--- config.mk ---
export PLATFORM = sky130hd
export DESIGN_NAME = pager_bs_seq
export DESIGN_NICKNAME = d
export VERILOG_FILES = /design/src/rtl/bs_pkg.sv /design/src/rtl/bs_bit_tick.sv /design/src/rtl/bs_lead_clamp.sv /design/src/rtl/bs_win_timer.sv /design/src/rtl/pager_bs_seq.sv
export SDC_FILE = /design/constraint.sdc
export NUM_CORES = 1
export LEC_CHECK = 0
export ABC_AREA = 1
export BUFFER_PORTS_ARGS = -buffer_cell sky130_fd_sc_hd__buf_2
export CELL_PAD_IN_SITES_DETAIL_PLACEMENT = 2
export CELL_PAD_IN_SITES_GLOBAL_PLACEMENT = 2
export CORE_ASPECT_RATIO = 1.1
export CORE_MARGIN = 2
export CORE_UTILIZATION = 34
export DETAILED_ROUTE_END_ITERATION = 10
export PLACE_DENSITY_LB_ADDON = 0.1
export SYNTH_ARGS = -nofsm -noshare
export SYNTH_HDL_FRONTEND = slang
export SYNTH_HIERARCHICAL = 1
export SYNTH_SLANG_ARGS = --single-unit
--- constraint.sdc ---
create_clock -name clk -period 2.9 [get_ports clk]
set_input_delay 0.58 -clock clk [delete_from_list [all_inputs] [get_ports clk]]
set_output_delay 0.58 -clock clk [all_outputs]
set_load 0.05 [all_outputs]
--- src/rtl/bs_pkg.sv ---
`timescale 1ns/1ps
package bs_pkg;
  localparam int LEAD_W = 6;

  typedef enum logic [1:0] {
    MODE_IDLE = 2'b00,
    MODE_PRE  = 2'b01,
    MODE_LOCK = 2'b10,
    MODE_RSVD = 2'b11
  } bs_mode_e;
endpackage

--- src/rtl/bs_bit_tick.sv ---
`timescale 1ns/1ps
// Bit-period prescaler: tick is high for one clock at the end of each bit.
module bs_bit_tick #(
  parameter int DIV_SLOW = 150,
  parameter int DIV_MID  = 64,
  parameter int DIV_FAST = 32
) (
  input  logic       clk,
  input  logic       rst_n,
  input  logic [1:0] rate_sel,
  input  logic       resync,
  output logic       tick
);
  localparam int MAX_AB = (DIV_SLOW > DIV_MID) ? DIV_SLOW : DIV_MID;
  localparam int MAXD   = (MAX_AB > DIV_FAST) ? MAX_AB : DIV_FAST;
  localparam int CNT_W  = $clog2(MAXD);

  logic [CNT_W-1:0] cnt;
  logic [CNT_W-1:0] div_m1;

  always_comb begin
    unique case (rate_sel)
      2'b00:   div_m1 = CNT_W'(DIV_SLOW - 1);
      2'b01:   div_m1 = CNT_W'(DIV_MID - 1);
      default: div_m1 = CNT_W'(DIV_FAST - 1);
    endcase
  end

  assign tick = (cnt >= div_m1);

  always_ff @(posedge clk) begin
    if (!rst_n)              cnt <= '0;
    else if (resync || tick) cnt <= '0;
    else                     cnt <= cnt + 1'b1;
  end

  // With a steady rate the count never passes the last step of a bit.
  assert_tick_bound_R2: assert property (@(posedge clk) disable iff (!rst_n)
    $stable(rate_sel) |-> (cnt <= div_m1));
endmodule

--- src/rtl/bs_lead_clamp.sv ---
`timescale 1ns/1ps
// Limits a lead code to its largest legal value and reports an illegal code.
module bs_lead_clamp
  import bs_pkg::*;
#(
  parameter int MAX_CODE = 61
) (
  input  logic [LEAD_W-1:0] code,
  output logic [LEAD_W-1:0] eff,
  output logic              bad
);
  localparam logic [LEAD_W-1:0] LIMIT = LEAD_W'(MAX_CODE);

  assign bad = (code > LIMIT);
  assign eff = bad ? LIMIT : code;
endmodule

--- src/rtl/bs_win_timer.sv ---
`timescale 1ns/1ps
// A countdown slot toward the next window and a slot for the open window.
module bs_win_timer #(
  parameter int HORIZON  = 64,
  parameter int WIN_BITS = 32,
  localparam int CD_W    = $clog2(HORIZON + 1),
  localparam int WC_W    = $clog2(WIN_BITS)
) (
  input  logic            clk,
  input  logic            rst_n,
  input  logic            tick,
  input  logic            start,
  input  logic            start_sync,
  input  logic            brk,
  output logic            cd_active,
  output logic [CD_W-1:0] cd_left,
  output logic            win_open,
  output logic            win_sync
);
  logic            cd_sync;
  logic            brk_pend;
  logic [WC_W-1:0] wcnt;
  logic            cd_done;

  assign cd_done = tick && cd_active && (cd_left == CD_W'(1));

  // Countdown slot
  always_ff @(posedge clk) begin
    if (!rst_n) begin
      cd_active <= 1'b0;
      cd_left   <= '0;
      cd_sync   <= 1'b0;
    end else if (start) begin
      cd_active <= 1'b1;
      cd_left   <= CD_W'(HORIZON);
      cd_sync   <= start_sync;
    end else if (tick && brk_pend) begin
      cd_active <= 1'b0;
      cd_left   <= '0;
    end else if (tick && cd_active) begin
      cd_left <= cd_left - 1'b1;
      if (cd_left == CD_W'(1)) cd_active <= 1'b0;
    end
  end

  // Window slot
  always_ff @(posedge clk) begin
    if (!rst_n) begin
      win_open <= 1'b0;
      win_sync <= 1'b0;
      wcnt     <= '0;
    end else if (tick && brk_pend) begin
      win_open <= 1'b0;
    end else if (cd_done && !start) begin
      win_open <= 1'b1;
      win_sync <= cd_sync;
      wcnt     <= '0;
    end else if (tick && win_open) begin
      if (wcnt == WC_W'(WIN_BITS - 1)) win_open <= 1'b0;
      else                             wcnt <= wcnt + 1'b1;
    end
  end

  // Break request waits for the next bit boundary
  always_ff @(posedge clk) begin
    if (!rst_n)    brk_pend <= 1'b0;
    else if (brk)  brk_pend <= 1'b1;
    else if (tick) brk_pend <= 1'b0;
  end

  assert_brk_cancels_R11: assert property (@(posedge clk) disable iff (!rst_n)
    (tick && brk_pend && !start) |=> (!win_open && !cd_active));

  assert_win_follows_cd_R2: assert property (@(posedge clk) disable iff (!rst_n)
    $rose(win_open) |-> $past(cd_active));
endmodule

--- src/rtl/pager_bs_seq.sv ---
`timescale 1ns/1ps
module pager_bs_seq
  import bs_pkg::*;
#(
  parameter int DIV_SLOW = 150,
  parameter int DIV_MID  = 64,
  parameter int DIV_FAST = 32,
  parameter int HORIZON  = 64,
  parameter int WIN_BITS = 32,
  parameter int RF_MAX   = 61,
  parameter int PLL_MAX  = 62
) (
  input  logic       clk,
  input  logic       rst_n,
  input  logic [1:0] rate_sel,
  input  logic [5:0] rf_lead,
  input  logic [5:0] pll_lead,
  input  logic       dc_opt,
  input  logic [1:0] dec_mode,
  input  logic       win_start,
  input  logic       win_sync,
  input  logic       brk,
  output logic       rf_en,
  output logic       dc_adj,
  output logic       pll_en,
  output logic       cfg_err
);
  localparam int CD_W  = $clog2(HORIZON + 1);
  localparam int CMP_W = (CD_W > LEAD_W) ? CD_W : LEAD_W;

  bs_mode_e          mode;
  logic              tick;
  logic              cd_active, win_open, win_sync_q;
  logic [CD_W-1:0]   cd_left;
  logic [LEAD_W-1:0] raw  [2];
  logic [LEAD_W-1:0] eff  [2];
  logic              bad  [2];
  logic [LEAD_W-1:0] rf_eff, pll_eff;
  logic              rf_lead_on, pll_lead_on;

  assign mode   = bs_mode_e'(dec_mode);
  assign raw[0] = rf_lead;
  assign raw[1] = pll_lead;

  for (genvar gi = 0; gi < 2; gi++) begin : g_clamp
    bs_lead_clamp #(.MAX_CODE(gi == 0 ? RF_MAX : PLL_MAX)) u_clamp (
      .code (raw[gi]),
      .eff  (eff[gi]),
      .bad  (bad[gi])
    );
  end

  assign rf_eff  = eff[0];
  assign pll_eff = eff[1];

  bs_bit_tick #(.DIV_SLOW(DIV_SLOW), .DIV_MID(DIV_MID), .DIV_FAST(DIV_FAST)) u_tick (
    .clk      (clk),
    .rst_n    (rst_n),
    .rate_sel (rate_sel),
    .resync   (win_start),
    .tick     (tick)
  );

  bs_win_timer #(.HORIZON(HORIZON), .WIN_BITS(WIN_BITS)) u_timer (
    .clk        (clk),
    .rst_n      (rst_n),
    .tick       (tick),
    .start      (win_start),
    .start_sync (win_sync),
    .brk        (brk),
    .cd_active  (cd_active),
    .cd_left    (cd_left),
    .win_open   (win_open),
    .win_sync   (win_sync_q)
  );

  assign rf_lead_on  = cd_active && (CMP_W'(cd_left) <= CMP_W'(rf_eff));
  assign pll_lead_on = cd_active && (CMP_W'(cd_left) <= CMP_W'(pll_eff));

  assign rf_en  = win_open || rf_lead_on;
  assign pll_en = win_open || pll_lead_on;

  always_comb begin
    if (dc_opt)
      dc_adj = win_open && ((mode == MODE_IDLE) || (mode == MODE_LOCK && win_sync_q));
    else
      dc_adj = (mode == MODE_IDLE) && rf_lead_on;
  end

  always_ff @(posedge clk) begin
    if (!rst_n) cfg_err <= 1'b0;
    else if (win_start && (bad[0] || bad[1] || (pll_eff <= rf_eff))) cfg_err <= 1'b1;
  end

  assert_err_sticky_R6: assert property (@(posedge clk) disable iff (!rst_n)
    cfg_err |=> cfg_err);

  assert_pll_covers_rf_R4: assert property (@(posedge clk) disable iff (!rst_n)
    ((pll_eff > rf_eff) && rf_en) |-> pll_en);

  assert_dc_idle_only_R7: assert property (@(posedge clk) disable iff (!rst_n)
    (!dc_opt && dc_adj) |-> (mode == MODE_IDLE && rf_en));

  assert_dc_quiet_pre_R9: assert property (@(posedge clk) disable iff (!rst_n)
    (mode == MODE_PRE) |-> !dc_adj);
endmodule

==> flow_summary.yaml <==
route:
  drt-total-wl_um: 5087
  drtIter0Drc: 42
  drc: 0
  via_count: 1839
  dr.pass1.iters: 4
  wl_per_cell_um: 13.14
  viasPerCell: 4.752
  final_antenna_net_count: 0
timing:
  rsz0062_at_grt: "false"
  slew_headroom_pct: 81.01
  skew_ns: 0.009082
  tightest_slew_ns: 0.2843
  hold_slack_ns: 0.4567
  setup_viol: 0
  slew_viol_final: 0
  finalHoldViolCount: 0
  period_share_pct: 89.83
  setup_ws_ns: 0.2949
  period_needed_ns: 2.605
  fmax_ghz: 0.3839
  setup-tns-final_ns: 0
global_route:
  antenna_found_initial: 0
  grt_overflow_total: 0
  first_global_vias: 2026
  grt_pass1_wl_um: 9211
  grt_max_degree: 16
  gr-usage-all-layers_pct: 17.37
cts:
  postCtsSetupBuffers: 0
  cts_buffer_depth: 2
  cts.clk_slew.worst_paths_ns: 0.09
  cts_resized: 0
  clk_latency_ns: 0.28
  cts_buffers: 3
  cts_root_buf: "clkbuf_8"
  cts_sinks: 26
  h-tree-depth: 1
  cts_tree: "done"
  cts_hold_buf: 0
yosys:
  synth_cells: 291
  yosys-top-cells-area: "dfxtp_1, ha_1, nand2_1"
  synth_ff_type: "dfxtp_1"
  synth_nets: 340
  synth-seq-cells: 26
  synth.top_cells.by_count: "nand2_1, inv_1, nor2_1"
  ys_seq_area_share_pct: 26.68
  yosysTopAreaCellShare_pct: 26.68
  synth_area_mm2: 0.001951
  synth.largest_area_cell: "dfxtp_1"
  yosys.cell_types.count: 29
  yosysWarnings: 6
  yosys.cell_count.top_type: "nand2_1"
  async_flop_share_pct: 0
  synth_area_per_cell_um2: 6.703
  synth-edff-count: 0
worst_hold_path:
  min_path_type: "reg -> reg"
critical_path:
  critPathRequiredTime_ns: 2.32
  cp.arrival_ns: 2.03
  cp-start-kind: "input pin"
  criticalPathCategory: "in -> out"
  cp-end-kind: "output pin"
  cp_max_fo: 2
final_layout:
  n_antenna_cell: 0
  layout-drive-gt1-share_pct: 14.42
  layout.nets: 362
  fin_cells: 387
  fin_area_mm2: 0.002215
  areaGrowthSynthToFinish_pct: 13.53
  fin_util_pct: 40.52
floorplanning:
  rows: 28
  pin_count: 26
  core_mm2: 0.005465
  start_util_pct: 35.69
  die_y_um: 83.44
  dieWidth_um: 76.22
  die-area_mm2: 0.006360
placement:
  place_ws_ns: 0.2680
  place_inst: 383
  dpl-instance-area_mm2: 0.002143
  portBuffers: 25
  routabilityCongestion: 0.7491
  hpwl_um: 4276
status:
  status: "complete, no violations"
pwr:
  power.total_uw: 806.6
  power_density_mw_per_mm2: 364.2
  power.leakage_nw: 1.120
  ir_worst_vdd_v: 0.0002037
flow_run:
  cap_violations: 0
[cell families after synthesis]
group	after synthesis	share of synthesized area, %
simple gates	136	31.56
xor+xnor	6	2.694
fa+ha+maj	27	17.32
flops	26	26.68
compound gates	34	9.814
buf+inv	62	11.93
[sequential cells by signal, summed over array words and instances, names as in the netlist]
signal	cells
u_tick/cnt	8
u_timer/cd_sync	1
u_timer/win_open	1
u_timer/brk_pend	1
u_timer/win_sync	1
u_timer/cd_active	1
cfg_err	1
u_timer/cd_left	7
u_timer/wcnt	5
[per-layer routing]
layer / vias to the layer above / wire length (um) / global-route usage, %
li1: 948 / - / -
met2: 9 / 2613 / 32.02
met1: 880 / 2359 / 21.34
met3: 2 / 79 / 2.500
met4: 0 / 35 / 3.471
met5: - / 0 / 0
[critical path, stage by stage]
cell and delay [ns]:
buf_2 0.10, nand2_1 0.09, nor2_2 0.05, nor2_1 0.09, inv_1 0.07, ha_1 0.29, nand3_1 0.09, nand2_1 0.05
nand2_1 0.06, nand2_1 0.04, nand2_1 0.09, nand4_1 0.08, nand2_1 0.07, buf_2 0.26
[final timing paths]
path                                                from                           end  slack (ns)  cells past startpoint
worst max-delay path                          rf_lead[4]                        dc_adj        0.29                     14
worst min-delay path                cfg_err$_SDFFE_PN0P_          cfg_err$_SDFFE_PN0P_        0.46                      2
worst max register to register  u_tick/cnt[1]$_SDFF_PP0_  u_timer/wcnt[4]$_SDFFE_PN0P_        0.81                     12
worst min register to register      cfg_err$_SDFFE_PN0P_          cfg_err$_SDFFE_PN0P_        0.46                      2
[final cells by class]
class,instances,area (um^2)
sequential,26,520.5
multi-input combinational,203,1197
timing repair buffer,26,132.6
clock inverter,1,30.03
tap,75,93.84
fill,699,3251
clock buffer,3,41.29
inverter,53,198.9
[where the power goes]
part	total (mW)	switching, mW	internal [mW]
sequential	0.372	0.00780	0.364
clock	0.310	0.126	0.185
combinational	0.124	0.0783	0.0458
total	0.807	0.212	0.595
[cells in the final DEF, fill, tap and decap left out, types with 4 or more instances in the layout]
master	count
xor2_1	4
nand2_1	64
nand3_2	4
ha_1	27
buf_2	25
inv_1	52
nand3_1	13
nor2_1	36
a21oi_1	19
nand4_1	5
o21ai_0	7
dfxtp_1	26
Note: power is estimated with default switching activity, not from simulation.
